**src/rtl/smp_dma_pkg.sv**
```systemverilog
`timescale 1ns/1ps
package smp_dma_pkg;
    localparam int ADDR_W = 20;
    localparam int PARA_W = 16;
    localparam int NIB_W  = 4;

    // Control byte layout; bit positions are fixed by the register's behaviour.
    typedef struct packed {
        logic       flip;        // 7: invert sign bit on upload
        logic       keep_first;  // 6: first byte of each unit raw (stored)
        logic       irq_en;      // 5: raise irq at terminal count
        logic [1:0] spare;       // 4:3
        logic       wide_seen;   // 2: stored copy, cleared on read
        logic       to_host;     // 1: memory -> host
        logic       enable;      // 0: enable / request
    } ctl_t;

    typedef enum logic {ST_IDLE, ST_RUN} mv_state_e;

    typedef struct packed {
        logic to_host;
        logic flip;
        logic keep_first;
        logic wide;
        logic tc;
    } burst_cfg_t;

    function automatic logic [ADDR_W-1:0] base_addr(input logic [PARA_W-1:0] para,
                                                    input logic [NIB_W-1:0]  nib);
        return {para, 4'h0} + {{(ADDR_W-NIB_W){1'b0}}, nib};
    endfunction

    function automatic logic [ADDR_W-1:0] wide_map(input logic [ADDR_W-1:0] a);
        return (a & 20'hC0000) + ((a & 20'h1FFF0) << 1);
    endfunction

    function automatic logic [7:0] fix_byte(input logic [7:0] d, input logic flip_on,
                                            input logic keep, input logic first);
        if (keep && first) return d;
        return flip_on ? (d ^ 8'h80) : d;
    endfunction
endpackage

```
**src/rtl/smp_dma_regs.sv**
```systemverilog
`timescale 1ns/1ps
module smp_dma_regs
    import smp_dma_pkg::*;
#(
    parameter int CNT_W = 16
) (
    input  logic              clk,
    input  logic              rst,
    input  logic              ctl_wr,
    input  logic              ctl_rd,
    input  logic [7:0]        ctl_wdata,
    output logic [7:0]        ctl_rdata,
    input  logic              para_wr,
    input  logic [PARA_W-1:0] para_wdata,
    input  logic              nib_wr,
    input  logic [NIB_W-1:0]  nib_wdata,
    output logic [PARA_W-1:0] para_q,
    output logic [NIB_W-1:0]  nib_q,
    input  logic              wide_chan,
    input  logic              start_acc,
    input  logic [CNT_W-1:0]  start_cnt,
    input  logic              term,
    input  logic              term_tc,
    output logic              cfg_flip,
    output logic              cfg_keep,
    output logic              cfg_to_host,
    output logic              irq,
    output logic              dma_req
);
    ctl_t ctl;
    logic pend;
    logic tc_hit;

    assign tc_hit = term && term_tc;

    always_ff @(posedge clk) begin
        if (rst) begin
            ctl     <= '0;
            pend    <= 1'b0;
            para_q  <= '0;
            nib_q   <= '0;
            dma_req <= 1'b0;
        end else begin
            dma_req <= ctl_wr && ctl_wdata[0];
            if (start_acc) begin
                para_q <= para_q + PARA_W'(start_cnt >> 4);
                nib_q  <= nib_q + start_cnt[NIB_W-1:0];
            end else begin
                if (para_wr) para_q <= para_wdata;
                if (nib_wr)  nib_q  <= nib_wdata;
            end
            if (ctl_wr) begin
                ctl <= ctl_t'(ctl_wdata);
            end else begin
                if (ctl_rd) begin
                    ctl.keep_first <= 1'b0;
                    ctl.wide_seen  <= 1'b0;
                end
                if (tc_hit) ctl.enable <= 1'b0;
            end
            if (tc_hit && ctl.irq_en) pend <= 1'b1;
            else if (ctl_rd)          pend <= 1'b0;
        end
    end

    assign ctl_rdata   = ctl | {1'b0, pend, 3'b000, wide_chan, 2'b00};
    assign irq         = pend;
    assign cfg_flip    = ctl.flip;
    assign cfg_keep    = ctl.keep_first;
    assign cfg_to_host = ctl.to_host;

    // the interrupt only rises out of a terminal completion
    a_r7_irq_from_tc: assert property (@(posedge clk) disable iff (rst)
        $rose(irq) |-> $past(term && term_tc));
    // a read strobe with no coinciding terminal event drops the interrupt
    a_r8_read_clears: assert property (@(posedge clk) disable iff (rst)
        (ctl_rd && !(term && term_tc)) |=> !irq);
    // terminal completion clears enable unless overwritten
    a_r6_enable_drop: assert property (@(posedge clk) disable iff (rst)
        (term && term_tc && !ctl_wr) |=> !ctl_rdata[0]);
endmodule

```
**src/rtl/smp_dma_mover.sv**
```systemverilog
`timescale 1ns/1ps
module smp_dma_mover
    import smp_dma_pkg::*;
#(
    parameter int CNT_W = 16
) (
    input  logic              clk,
    input  logic              rst,
    input  logic              start,
    input  logic [CNT_W-1:0]  start_cnt,
    input  logic              start_tc,
    input  logic              wide_chan,
    input  logic              cfg_flip,
    input  logic              cfg_keep,
    input  logic              cfg_to_host,
    input  logic [PARA_W-1:0] para,
    input  logic [NIB_W-1:0]  nib,
    output logic              start_acc,
    output logic              busy,
    output logic              term,
    output logic              term_tc,
    input  logic              h_in_valid,
    output logic              h_in_ready,
    input  logic [7:0]        h_in_data,
    output logic              h_out_valid,
    input  logic              h_out_ready,
    output logic [7:0]        h_out_data,
    output logic              mem_we,
    output logic              mem_re,
    output logic [ADDR_W-1:0] mem_addr,
    output logic [7:0]        mem_wdata,
    input  logic [7:0]        mem_rdata
);
    localparam int LEFT_W = CNT_W + 1;

    mv_state_e         state;
    burst_cfg_t        cfg;
    logic [ADDR_W-1:0] cur;
    logic [LEFT_W-1:0] left;
    logic              odd;
    logic              active;
    logic              beat;
    logic [ADDR_W-1:0] launch_addr;

    assign launch_addr = wide_chan ? wide_map(base_addr(para, nib)) : base_addr(para, nib);
    assign start_acc   = start && (state == ST_IDLE);
    assign busy        = (state == ST_RUN);
    assign active      = busy && (left != '0);
    assign term        = busy && (left == '0);
    assign term_tc     = cfg.tc;
    assign beat        = active && (cfg.to_host ? h_out_ready : h_in_valid);

    assign h_in_ready  = active && !cfg.to_host;
    assign h_out_valid = active && cfg.to_host;
    assign h_out_data  = mem_rdata;
    assign mem_we      = active && !cfg.to_host && h_in_valid;
    assign mem_re      = active && cfg.to_host;
    assign mem_addr    = cur;
    assign mem_wdata   = fix_byte(h_in_data, cfg.flip && !cfg.to_host, cfg.keep_first,
                                  !odd || !cfg.wide);

    always_ff @(posedge clk) begin
        if (rst) begin
            state <= ST_IDLE;
            cfg   <= '0;
            cur   <= '0;
            left  <= '0;
            odd   <= 1'b0;
        end else begin
            case (state)
                ST_IDLE: if (start) begin
                    cfg   <= '{to_host: cfg_to_host, flip: cfg_flip, keep_first: cfg_keep,
                               wide: wide_chan, tc: start_tc};
                    cur   <= launch_addr;
                    left  <= wide_chan ? {start_cnt, 1'b0} : {1'b0, start_cnt};
                    odd   <= 1'b0;
                    state <= ST_RUN;
                end
                ST_RUN: begin
                    if (left == '0) begin
                        state <= ST_IDLE;
                    end else if (beat) begin
                        cur  <= cur + 1'b1;
                        left <= left - 1'b1;
                        odd  <= ~odd;
                    end
                end
                default: state <= ST_IDLE;
            endcase
        end
    end

    // address holds across cycles without a handshake
    a_r4_addr_hold: assert property (@(posedge clk) disable iff (rst)
        (busy && !beat) |=> $stable(mem_addr));
    // address steps by one after each moved byte
    a_r1_addr_step: assert property (@(posedge clk) disable iff (rst)
        beat |=> (mem_addr == $past(mem_addr) + 20'd1));
    // busy persists while bytes remain
    a_r10_busy_hold: assert property (@(posedge clk) disable iff (rst)
        active |=> busy);
    // zero-length launch finishes one cycle after it starts
    a_r11_zero_len: assert property (@(posedge clk) disable iff (rst)
        (start_acc && start_cnt == '0) |=> ##1 !busy);
endmodule

```
**src/rtl/smp_dma_engine.sv**
```systemverilog
`timescale 1ns/1ps
module smp_dma_engine
    import smp_dma_pkg::*;
#(
    parameter int CNT_W = 16
) (
    input  logic              clk,
    input  logic              rst,
    input  logic              ctl_wr,
    input  logic              ctl_rd,
    input  logic [7:0]        ctl_wdata,
    output logic [7:0]        ctl_rdata,
    input  logic              para_wr,
    input  logic [15:0]       para_wdata,
    input  logic              nib_wr,
    input  logic [3:0]        nib_wdata,
    output logic [15:0]       para_q,
    output logic [3:0]        nib_q,
    input  logic              wide_chan,
    input  logic              burst_start,
    input  logic [CNT_W-1:0]  burst_len,
    input  logic              burst_tc,
    output logic              busy,
    input  logic              h_in_valid,
    output logic              h_in_ready,
    input  logic [7:0]        h_in_data,
    output logic              h_out_valid,
    input  logic              h_out_ready,
    output logic [7:0]        h_out_data,
    output logic              mem_we,
    output logic              mem_re,
    output logic [19:0]       mem_addr,
    output logic [7:0]        mem_wdata,
    input  logic [7:0]        mem_rdata,
    output logic              dma_req,
    output logic              irq
);
    logic start_acc, term, term_tc;
    logic cfg_flip, cfg_keep, cfg_to_host;

    smp_dma_regs #(.CNT_W(CNT_W)) u_regs (
        .clk(clk), .rst(rst),
        .ctl_wr(ctl_wr), .ctl_rd(ctl_rd), .ctl_wdata(ctl_wdata), .ctl_rdata(ctl_rdata),
        .para_wr(para_wr), .para_wdata(para_wdata), .nib_wr(nib_wr), .nib_wdata(nib_wdata),
        .para_q(para_q), .nib_q(nib_q), .wide_chan(wide_chan),
        .start_acc(start_acc), .start_cnt(burst_len), .term(term), .term_tc(term_tc),
        .cfg_flip(cfg_flip), .cfg_keep(cfg_keep), .cfg_to_host(cfg_to_host),
        .irq(irq), .dma_req(dma_req)
    );

    smp_dma_mover #(.CNT_W(CNT_W)) u_mover (
        .clk(clk), .rst(rst),
        .start(burst_start), .start_cnt(burst_len), .start_tc(burst_tc),
        .wide_chan(wide_chan), .cfg_flip(cfg_flip), .cfg_keep(cfg_keep),
        .cfg_to_host(cfg_to_host), .para(para_q), .nib(nib_q),
        .start_acc(start_acc), .busy(busy), .term(term), .term_tc(term_tc),
        .h_in_valid(h_in_valid), .h_in_ready(h_in_ready), .h_in_data(h_in_data),
        .h_out_valid(h_out_valid), .h_out_ready(h_out_ready), .h_out_data(h_out_data),
        .mem_we(mem_we), .mem_re(mem_re), .mem_addr(mem_addr), .mem_wdata(mem_wdata),
        .mem_rdata(mem_rdata)
    );
endmodule

```
**config.mk**
```make
export PLATFORM = sky130hd
export DESIGN_NAME = smp_dma_engine
export DESIGN_NICKNAME = d
export VERILOG_FILES = /design/src/rtl/smp_dma_pkg.sv /design/src/rtl/smp_dma_regs.sv /design/src/rtl/smp_dma_mover.sv /design/src/rtl/smp_dma_engine.sv
export SDC_FILE = /design/constraint.sdc
export NUM_CORES = 1
export LEC_CHECK = 0
export ABC_AREA = 1
export BUFFER_PORTS_ARGS = -buffer_cell sky130_fd_sc_hd__buf_2
export CAP_MARGIN = 30
export CORE_MARGIN = 1.5
export CORE_UTILIZATION = 35
export DETAILED_ROUTE_END_ITERATION = 12
export PLACE_DENSITY_LB_ADDON = 0.08
export REMOVE_ABC_BUFFERS = 1
export SLEW_MARGIN = 0
export SYNTH_ARGS = -nofsm -noshare
export SYNTH_HDL_FRONTEND = slang
export SYNTH_SLANG_ARGS = --single-unit
```
**constraint.sdc**
```tcl
create_clock -name clk -period 3.7 [get_ports clk]
set_clock_uncertainty 0.15 [all_clocks]
set_input_delay 0.74 -clock clk [delete_from_list [all_inputs] [get_ports clk]]
set_output_delay 0.74 -clock clk [all_outputs]
set_load 0.005 [all_outputs]
```
Word-level counts from Yosys, hierarchy flattened
Cells that the tools add are included.
{"block": "classes", "mux": 32, "n_reduce_logical": 25, "n_shift": 0, "mul": 0, "n_addsub": 6, "n_div": 0, "n_eq_ne": 3, "order_cmp": 0, "bitwise_logic": 4}
{"op": "20-bit 2-to-1 mux", "n": 4}
{"op": "17-bit 2-to-1 mux", "n": 4}
{"op": "20-bit case mux with 2 select lines", "n": 1}
{"op": "17-bit case mux with 2 select lines", "n": 1}
{"op": "16-bit 2-to-1 mux", "n": 2}
{"op": "8-bit 2-to-1 mux", "n": 3}
{"op": "20-bit by 1-bit adder with 20-bit output (second input constant)", "n": 1}
{"op": "20-bit by 18-bit adder with 20-bit output", "n": 1}
{"op": "20-bit by 4-bit adder with 20-bit output", "n": 1}
{"op": "17-bit logical NOT", "n": 1}
{"op": "17-bit nonzero test", "n": 1}
{"op": "17-bit by 1-bit subtractor with 17-bit output (second input constant)", "n": 1}
{"op": "16-bit by 12-bit adder with 16-bit output", "n": 1}
{"op": "1-bit 2-to-1 mux", "n": 13}
{"op": "1-bit logical AND", "n": 12}
{"op": "2-bit nonzero test", "n": 5}
{"op": "4-bit 2-to-1 mux", "n": 2}
{"op": "8-bit by 7-bit OR with 8-bit output", "n": 1}
{"op": "2-bit != test (second input constant)", "n": 3}
{"op": "4-bit adder", "n": 1}
{"op": "1-bit case mux with 2 select lines", "n": 2}
{"op": "1-bit logical NOT", "n": 3}
{"op": "1-bit NOT", "n": 3}
{"op": "3-bit AND reduction", "n": 1}
{"op": "other kinds (2)", "n": 2}
{"block": "word_totals", "out_inout_bits": 71, "mem_bits_rw": 0, "romBits": 0, "in_bits": 71, "regBits": 74, "memories": 0, "latchBits": 0}

Depth between registers and ports, before layout
Gate-level depths: netlist of the first run.
{"block": "logic_depth", "word_depth": 6, "ltp_mapped": 12, "mapped_depth_nobuf": 12}

Hierarchy
Synthesis of the first run repeated with hierarchy kept, for this count alone.
{"block": "hier_totals", "hier_cells": 939, "area_unflattened_um2": 5632.9}
{"module": "smp_dma_mover", "seq_area_each_um2": 880.8, "area_each_um2": 3339.5, "instances": 1, "cells_per_inst": 577}
{"module": "smp_dma_regs", "seq_area_each_um2": 600.6, "area_each_um2": 2293.4, "instances": 1, "cells_per_inst": 362}

Worst setup path before layout of the first run
No wires, ideal clock.
{"block": "synth_timing", "path_kind": "input port to flip-flop", "start": "in burst_len[4]", "end": "reg u_regs.para_q[12]", "setup_slack_ns": 1.477, "path_buffers": 0, "stages": 11, "arrival_time_ns": 1.941, "required_time_ns": 3.418, "cell_sequence": "ha_1 fa_1 nand2_1 nand2_1 and2_1 nand3_1 nand3_1 nand2_1 nand3_1 nand2_1 a21oi_1"}
{"block": "synth_between", "elab_chain_len": 2}
{"item": "start: declaration", "line": "smp_dma_engine.sv:21", "source": "input logic [CNT_W-1:0] burst_len,"}
{"item": "16-bit by 12-bit adder with 16-bit output", "line": "smp_dma_regs.sv:46", "source": "para_q <= para_q + PARA_W'(start_cnt >> 4);"}
{"item": "16-bit 2-to-1 mux", "line": "smp_dma_regs.sv:45", "source": "if (start_acc) begin"}
{"item": "end signal: assignment", "line": "smp_dma_regs.sv:46"}
{"item": "end signal: assignment", "line": "smp_dma_regs.sv:49", "source": "if (para_wr) para_q <= para_wdata;"}
{"item": "end: declaration", "line": "smp_dma_regs.sv:17", "source": "output logic [PARA_W-1:0] para_q,"}
Every way passes these cells.
A chain may end at the register's enable or synchronous reset.

Worst setup path in the final report of the first run
{"block": "layout_timing", "start": "reg u_mover.left[0]", "end": "out h_out_valid"}
{"block": "layout_between", "elab_chain_len": 3}
{"item": "start: declaration", "line": "smp_dma_mover.sv:39", "source": "logic [LEFT_W-1:0] left;"}
{"item": "start signal: assignment", "line": "smp_dma_mover.sv:75", "source": "left <= wide_chan ? {start_cnt, 1'b0} : {1'b0, start_cnt};"}
{"item": "start signal: assignment", "line": "smp_dma_mover.sv:84", "source": "left <= left - 1'b1;"}
{"item": "17-bit nonzero test", "line": "smp_dma_mover.sv:48", "source": "assign active = busy && (left != '0);"}
{"item": "1-bit logical AND", "line": "smp_dma_mover.sv:48"}
{"item": "1-bit logical AND", "line": "smp_dma_mover.sv:54", "source": "assign h_out_valid = active && cfg.to_host;"}
{"item": "end: declaration", "line": "smp_dma_engine.sv:27", "source": "output logic h_out_valid,"}
Every way passes these cells.

==> results_dict.tcl, run 1 <==
set metrics [dict create \
    status "finished, final reports clean" \
    critPathRequiredTime_ns 2.81 \
    dp.cells 1052 \
    syn2layout_area_growth_pct 16.4 \
    final_area_um2 6020 \
    stdcell_count 1068 \
    finalSetupTns_ns 0 \
    drt-pass1-iter-count 5 \
    layout_commonest_cell "nand2_1" \
    rsz0062_at_grt "no" \
    ys_ff_latch 74 \
    clk_latency_ns 0.35 \
    ios 142 \
    cts_setup_buffers 0 \
    maxSlewViolCount 0 \
    gp_congestion 0.909 \
    n_antenna_cell 0 \
    cp.arrival_ns 1.73 \
    fmax_ghz 0.382 \
    core.rowCount 44 \
    dp.final_hpwl_um 12100 \
    cp-start-kind "flip-flop" \
    relSlewSlack_pct 38.8 \
    viasPerCell 5.07 \
    clk_pin_slew_ns 0.07 \
    synth_top_area_share_pct 28.6 \
    io_buffers 111 \
    final_layout_size_suffix_gt1_share_pct 17.9 \
    yosys-top-cells-area "dfxtp_1 (29%), nand2_1 (12%), o21ai_0 (7.1%), inv_1 (7.0%), nor2_1 (5.8%)" \
    ys.flop_type "dfxtp_1" \
    antenna_left 0 \
    final.period_utilization_pct 70.7 \
    crit_fanout 5 \
    drtIter0Drc 381 \
    die_area_um2 15500 \
    grt_pass1_wl_um 26400 \
    vias 5420 \
    yosysTopAreaCell "dfxtp_1" \
    grt_pass1_vias 5138 \
    setup_ws_ns 1.08 \
    cap_viol_max_count 0 \
    post_dp_cell_area_um2 5720 \
    hold_slack_ns 0.307 \
    hold_viol 0 \
    yosys.cell_types.count 36 \
    syn_avg_cell_area_um2 6.44 \
    h-tree-depth 3 \
    cpMaxStageDelayCell "dfxtp_1" \
    drcViolationCount 0 \
    overflow 0 \
    coreArea_um2 14500 \
    power_leakage_nw 2.81 \
    clk_path_buf_depth 2 \
    wire_per_inst_um 15.3 \
    numCtsBuffers 9 \
    cts_resized 0 \
    critPathTopFamily "simple AND/OR/NAND/NOR gates" \
    endpoint_kind "output port" \
    grt_usage_pct 21.1 \
    slowest_delay_ns 0.33 \
    die_y_um 125 \
    worstSetupPathType "flip-flop to output port" \
    cts-root-buf "clkbuf_16" \
    worst_pin_slew_ns 0.916 \
    yosysWarnings 0 \
    cp_cell_sequence "inv_1 > ha_1 > nand3_1 > nor2_1 > nand2_1 > nand2_1 > nor2_1 > buf_2" \
    syn_inst 803 \
    layout_common_cells "nand2_1 (172), buf_2 (111), inv_1 (97), nor2_1 (79), dfxtp_1 (74)" \
    clkSinkCount 74 \
    power_mw 2.62 \
    finalWirelength_um 16300 \
    start_util_pct 35.7 \
    cellPowerDensity_nw_per_um2 434 \
    crit_buf_inv 2 \
    setup_viol 0 \
    cts_hold_buffers 0 \
    hp-class "flip-flop to flip-flop" \
    final_nets 970 \
    cts_tree "yes" \
    synth_seq_area_share_pct 28.6 \
    async_flop_share_pct 0 \
    synth_area_um2 5170 \
    fin_util_pct 41.6 \
    dp_slack_ns 1.16 \
    chipWidth_um 125 \
    antenna_found_initial 0 \
    min_period_ns 2.62 \
    grt_max_degree 43 \
    ir_drop_uv 200 \
    synth-edff-count 0 \
]
-- final cells by class --
| class | count | area, um2 |
|---|---|---|
| Tap cell | 184 | 230 |
| Clock inverter | 7 | 77.6 |
| Timing Repair Buffer | 120 | 643 |
| Sequential cell | 74 | 1480 |
| Clock buffer | 9 | 225 |
| Multi-Input combinational cell | 574 | 2990 |
| Fill cell | 1581 | 8450 |
| Inverter | 100 | 378 |
-- routing by layer --
metal,global-route usage (%),share of wire [%],vias up
li1,-,-,2795
met1,27.7,47,2475
met2,35.1,47,134
met3,4.73,4.6,16
met4,5.34,1.4,0
met5,0,0,-
-- power by group --
group / switching (mW) / internal [mW] / total, mW
combinational: 0.430 / 0.278 / 0.707
sequential: 0.108 / 0.880 / 0.988
clock: 0.395 / 0.528 / 0.922
total: 0.932 / 1.69 / 2.62
-- cells by family (layout without fill, tap and decap cells) --
logic type	after synthesis	in the layout	synth area share (%)
DFF	74	74	28.6
buffers and inverters	155	236	13.7
and+or+nand+nor	342	342	27.8
adders and majority gates	20	20	5.13
xor gates and xnor gates	19	19	3.22
AOI/OAI and AO/OA	193	193	21.6
-- synthesized netlist by cell type, types with 5 or more instances --
cell	number
o21ai_0	73
buf_2	14
a22oi_1	27
nor2_1	80
dfxtp_1	74
nand3_1	58
buf_4	22
or2_2	5
a21oi_1	59
clkbuf_1	15
nor3_1	12
xor2_1	9
xnor2_1	10
nand2_1	172
ha_1	18
inv_1	97
a31oi_1	21
-- worst reg2reg max path, stage by stage, from the launching register on --
cell     delay [ns]
dfxtp_1        0.83
nor2_4         0.11
inv_2          0.30
nand2_2        0.36
buf_12         0.30
inv_4          0.15
o21ai_0        0.09
a21oi_1        0.13
-- final timing paths --
check                               startpoint                                to  slack, ns  depth (start not counted)
setup / recovery  u_mover.left[0]$_SDFFE_PP0P_                       h_out_valid       1.08                          8
hold / removal    u_mover.term_tc$_SDFFE_PP0P_      u_mover.term_tc$_SDFFE_PP0P_       0.31                          2
setup reg to reg       u_mover.busy$_SDFF_PP0_  u_mover.mem_addr[4]$_SDFFE_PP0P_       1.23                          7
hold reg to reg   u_mover.term_tc$_SDFFE_PP0P_      u_mover.term_tc$_SDFFE_PP0P_       0.31                          2
-- state kept, by name, summed over array words and instances (netlist names) --
signal,cells
u_mover.busy,1
u_mover.cfg,4
u_regs.ctl,5
u_regs.cfg_to_host,1
u_regs.para_q,16
u_mover.odd,1
u_regs.dma_req,1
u_mover.term_tc,1
u_regs.irq,1
u_mover.mem_addr,20
u_mover.left,17
u_regs.cfg_keep,1
u_regs.cfg_flip,1
u_regs.nib_q,4
Power figures use the tool's default switching activity.
==> inputs of run 2 (changes only) <==
==> constraint.sdc (replaced) <==
create_clock -name clk -period 2.6 [get_ports clk]
set_clock_uncertainty 0.15 [all_clocks]
set_input_delay 0.52 -clock clk [delete_from_list [all_inputs] [get_ports clk]]
set_output_delay 0.52 -clock clk [all_outputs]
set_load 0.005 [all_outputs]
==> results_dict.tcl, run 2 (synthesized netlist as in run 1, its figures left out) <==
set metrics [dict create \
    fin_util_pct 42.1 \
    vias 5494 \
    grt_usage_pct 20.8 \
    finalSetupTns_ns 0 \
    syn2layout_area_growth_pct 17.7 \
    crit_fanout 5 \
    post_dp_cell_area_um2 5790 \
    dp.final_hpwl_um 12200 \
    fmax_ghz 0.423 \
    coreArea_um2 14500 \
    slowest_delay_ns 0.32 \
    min_from "ctl_rd" \
    cellPowerDensity_nw_per_um2 614 \
    drtIter0Drc 265 \
    cts-root-buf "clkbuf_16" \
    grt_pass1_vias 5175 \
    final_area_um2 6090 \
    setup_ws_ns 0.237 \
    h-tree-depth 3 \
    core.rowCount 44 \
    status "finished, final reports clean" \
    cts_tree "yes" \
    cp.arrival_ns 1.69 \
    r2r_start "u_mover.left[0]$_SDFFE_PP0P_" \
    drt-pass1-iter-count 4 \
    finalWirelength_um 16500 \
    min_period_ns 2.36 \
    worstSetupPathType "flip-flop to output port" \
    largest_reg_flops 20 \
    clk_latency_ns 0.34 \
    power_leakage_nw 2.83 \
    wire_per_inst_um 15.4 \
    numCtsBuffers 9 \
    final.period_utilization_pct 90.9 \
    crit_buf_inv 2 \
    hold_viol 0 \
    cts_resized 0 \
    grt_max_degree 51 \
    antenna_left 0 \
    critPathRequiredTime_ns 1.93 \
    hold_end "u_regs.ctl[2]$_SDFFE_PP0P_" \
    start_util_pct 35.7 \
    clk_pin_slew_ns 0.06 \
    clk_path_buf_depth 2 \
    r2r_setup_slack_ns 0.44 \
    die_y_um 125 \
    ir_drop_uv 385 \
    cap_viol_max_count 0 \
    cp_cell_sequence "inv_1 > ha_1 > nand3_1 > nor2_1 > nand2_1 > nand2_1 > nor2_1 > buf_2" \
    worst_pin_slew_ns 0.528 \
    layout_common_cells "nand2_1 (172), buf_2 (111), inv_1 (97), nor2_1 (79), dfxtp_1 (74)" \
    stdcell_count 1071 \
    relSlewSlack_pct 64.5 \
    hp-class "input pin to flip-flop" \
    gp_congestion 0.892 \
    dp.cells 1055 \
    chipWidth_um 125 \
    overflow 0 \
    n_antenna_cell 0 \
    viasPerCell 5.13 \
    cts_hold_buffers 0 \
    ios 142 \
    final_layout_size_suffix_gt1_share_pct 18.2 \
    rsz0062_at_grt "no" \
    dp_slack_ns 0.328 \
    grt_pass1_wl_um 26000 \
    timing.rr.end "u_mover.mem_addr[18]$_SDFFE_PP0P_" \
    maxSlewViolCount 0 \
    critPathTopFamily "simple AND/OR/NAND/NOR gates" \
    drcViolationCount 0 \
    cp-start-kind "flip-flop" \
    endpoint_kind "output port" \
    hold_depth 2 \
    antenna_found_initial 0 \
    setup_viol 0 \
    rr_worst_depth 11 \
    clkSinkCount 74 \
    die_area_um2 15500 \
    io_buffers 111 \
    layout_commonest_cell "nand2_1" \
    final_nets 973 \
    cpMaxStageDelayCell "dfxtp_1" \
    cts_setup_buffers 0 \
]
run 2: per-stage QoR:
step                hold WS (ns)  total power, mW
floorplan                  0.283             2.04
global placement           0.294             2.45
detailed placement         0.309             2.46
CTS                        0.239             3.78
global route               0.248             3.98
finish                     0.254             3.74
run 2: worst max-delay path by stage:
stage | slack (ns) | to | from | depth (start not counted)
2_1_floorplan | -0.01 | u_mover.odd$_SDFFE_PP0P_ | u_mover.busy$_SDFF_PP0_ | 6
3_3_place_gp | 0.34 | u_regs.para_q[14]$_SDFFE_PP0P_ | burst_len[4] | 13
3_5_place_dp | 0.33 | u_regs.para_q[14]$_SDFFE_PP0P_ | burst_len[4] | 13
4_1_cts | 0.24 | h_out_valid | u_mover.left[0]$_SDFFE_PP0P_ | 8
5_1_grt | 0.05 | h_out_valid | u_mover.left[0]$_SDFFE_PP0P_ | 8
6_report | 0.24 | h_out_valid | u_mover.left[0]$_SDFFE_PP0P_ | 8
run 2: layer usage:
| layer | track usage (%) | part of all wire, % | vias to the layer above | wire [um] |
|---|---|---|---|---|
| met5 | 0 | 0 | - | 0 |
| met4 | 5.95 | 1.6 | 0 | 268 |
| met3 | 5.24 | 4.9 | 17 | 812 |
| met2 | 34.6 | 48 | 144 | 7840 |
| met1 | 26.7 | 46 | 2541 | 7550 |
| li1 | - | - | 2792 | - |
run 2: worst register-to-register path, stage by stage (launching register included):
cell and delay, ns:
dfxtp_1 0.32, inv_1 0.09, ha_1 0.21, nand3_1 0.08, nor2_1 0.04, nand2_1 0.19, nand3_2 0.10, nand2_2 0.28
buf_12 0.24, inv_4 0.10, a21oi_1 0.18, a21oi_1 0.08
run 2: cell type report:
type | instances | area (um2)
multi-input cells | 574 | 2990
flip-flops and latches | 74 | 1480
clock buffers | 9 | 225
clock inverters | 7 | 77.6
well taps | 184 | 230
fillers | 1566 | 8390
repair buffers | 123 | 708
inverters | 100 | 378
run 2: power by group:
group / total (mW) / switching, mW / internal [mW]
Clock: 1.30 / 0.551 / 0.750
Combinational: 1.04 / 0.623 / 0.413
Sequential: 1.40 / 0.149 / 1.25
==> inputs of run 3 (changes only) <==
--- a/config.mk
+++ b/config.mk
@@ -9,7 +9,7 @@
 export BUFFER_PORTS_ARGS = -buffer_cell sky130_fd_sc_hd__buf_2
 export CAP_MARGIN = 30
 export CORE_MARGIN = 1.5
-export CORE_UTILIZATION = 35
+export CORE_UTILIZATION = 40
 export DETAILED_ROUTE_END_ITERATION = 12
 export PLACE_DENSITY_LB_ADDON = 0.08
 export REMOVE_ABC_BUFFERS = 1
==> results_dict.tcl, run 3 (synthesized netlist as in run 1, its figures left out) <==
set metrics [dict create \
    status "finished, final reports clean" \
    ios 142 \
    grt_max_degree 62 \
    core.rowCount 41 \
    rsz0062_at_grt "no" \
    coreArea_um2 12600 \
    dp.cells 1043 \
    worst_pin_slew_ns 0.534 \
    cts_setup_buffers 0 \
    n_antenna_cell 0 \
    clk_path_buf_depth 2 \
    vias 5494 \
    die_y_um 117 \
    crit_buf_inv 2 \
    maxSlewViolCount 0 \
    min_period_ns 2.34 \
    cellPowerDensity_nw_per_um2 600 \
    cp_cell_sequence "inv_1 > ha_1 > nand3_1 > nor2_1 > nand2_1 > nand2_1 > nor2_1 > buf_2" \
    numCtsBuffers 9 \
    final.period_utilization_pct 89.8 \
    relSlewSlack_pct 64.3 \
    crit_fanout 5 \
    power_mw 3.60 \
    chipWidth_um 117 \
    clk_pin_slew_ns 0.06 \
    cp-start-kind "flip-flop" \
    syn2layout_area_growth_pct 16.0 \
    antenna_found_initial 0 \
    setup_viol 0 \
    drt-pass1-iter-count 5 \
    drcViolationCount 0 \
    layout_commonest_cell "nand2_1" \
    worstSetupPathType "flip-flop to output port" \
    die_area_um2 13600 \
    layout_common_cells "nand2_1 (172), buf_2 (111), inv_1 (97), nor2_1 (79), dfxtp_1 (74)" \
    clk_latency_ns 0.34 \
    dp.final_hpwl_um 11800 \
    clkSinkCount 74 \
    final_layout_size_suffix_gt1_share_pct 18.2 \
    viasPerCell 5.19 \
    largest_reg_flops 20 \
    grt_pass1_wl_um 25200 \
    critPathRequiredTime_ns 1.93 \
    cap_viol_max_count 0 \
    h-tree-depth 3 \
    drtIter0Drc 383 \
    hold_viol 0 \
    cts_hold_buffers 0 \
    overflow 0 \
    fmax_ghz 0.428 \
    start_util_pct 41.0 \
    grt_usage_pct 23.9 \
    stdcell_count 1059 \
    grt_pass1_vias 5081 \
    cts_resized 0 \
    slowest_delay_ns 0.32 \
    antenna_left 0 \
    endpoint_kind "output port" \
    finalWirelength_um 15800 \
    wire_per_inst_um 14.9 \
    final_nets 973 \
    gp_congestion 0.865 \
    io_buffers 111 \
    cts-root-buf "clkbuf_16" \
    cpMaxStageDelayCell "dfxtp_1" \
    cts_tree "yes" \
    critPathTopFamily "simple AND/OR/NAND/NOR gates" \
    cp.arrival_ns 1.67 \
    hp-class "input pin to flip-flop" \
    power_leakage_nw 2.82 \
    fill_cells 1374 \
    ir_drop_uv 275 \
    fin_util_pct 47.6 \
]
==> run 3: cell count changes in the layout (fill, tap and decap cells not counted) <==
| cell | before | now |
|---|---|---|
| buf_4 | 7 | 11 |
| clkinv_2 | 0 | 3 |
| bufinv_16 | 1 | 0 |
| clkbuf_8 | 0 | 1 |
| buf_12 | 5 | 1 |
| inv_6 | 2 | 1 |
| clkinvlp_4 | 4 | 1 |
| clkinv_4 | 0 | 1 |
==> run 3: where the power goes <==
part / internal (mW) / switching [mW] / total, mW
sequential: 1.25 / 0.150 / 1.40
clock: 0.672 / 0.520 / 1.19
combinational: 0.398 / 0.609 / 1.01
==> run 3: metal layers <==
layer / vias up / routed length, um / global-route usage [%]
met3: 10 / 838 / 5.09
met5: - / 0 / 0
met2: 149 / 7390 / 38.5
met1: 2542 / 7380 / 32.8
li1: 2793 / - / -
met4: 0 / 148 / 5.46
==> run 3: metrics by stage <==
stage | setup WS (ns) | hold WS (ns) | TNS, ns | instance area (um2)
4_1_cts | 0.255 | 0.248 | 0 | 6000
3_3_place_gp | 0.356 | 0.293 | 0 | 5720
6_report | 0.265 | 0.253 | 0 | 6000
5_1_grt | 0.111 | 0.252 | 0 | 6000
2_1_floorplan | -0.0111 | 0.283 | -0.0441 | 4850
3_5_place_dp | 0.304 | 0.303 | 0 | 5720
==> run 3: final cells by class <==
type                            count  area [um2]  share of cell area [%]
Clock buffer                       10         239                    3.98
Clock inverter                      6        40.0                   0.667
Inverter                          100         378                    6.30
Multi-Input combinational cell    574        2990                    49.8
Sequential cell                    74        1480                    24.7
Tap cell                          172         215                    3.59
Timing Repair Buffer              123         658                    11.0
==> run 3: final timing paths <==
kind / slack, ns / startpoint / endpoint / depth (start not counted)
max reg2reg: 0.50 / u_mover.left[0]$_SDFFE_PP0P_ / u_mover.mem_addr[4]$_SDFFE_PP0P_ / 11
min reg2reg: 0.31 / u_mover.term_tc$_SDFFE_PP0P_ / u_mover.term_tc$_SDFFE_PP0P_ / 2
max: 0.26 / u_mover.left[0]$_SDFFE_PP0P_ / mem_re / 8
min: 0.25 / ctl_rd / u_regs.cfg_keep$_SDFFE_PP0P_ / 2
==> run 3: worst reg2reg max path, stage by stage, from the launching register on <==
cell,delay [ns]
dfxtp_1,0.32
inv_1,0.09
ha_1,0.21
nand3_1,0.08
nor2_1,0.04
nand2_1,0.18
nand3_2,0.10
nand2_2,0.17
buf_12,0.28
inv_4,0.12
o21ai_0,0.19
a21oi_1,0.05
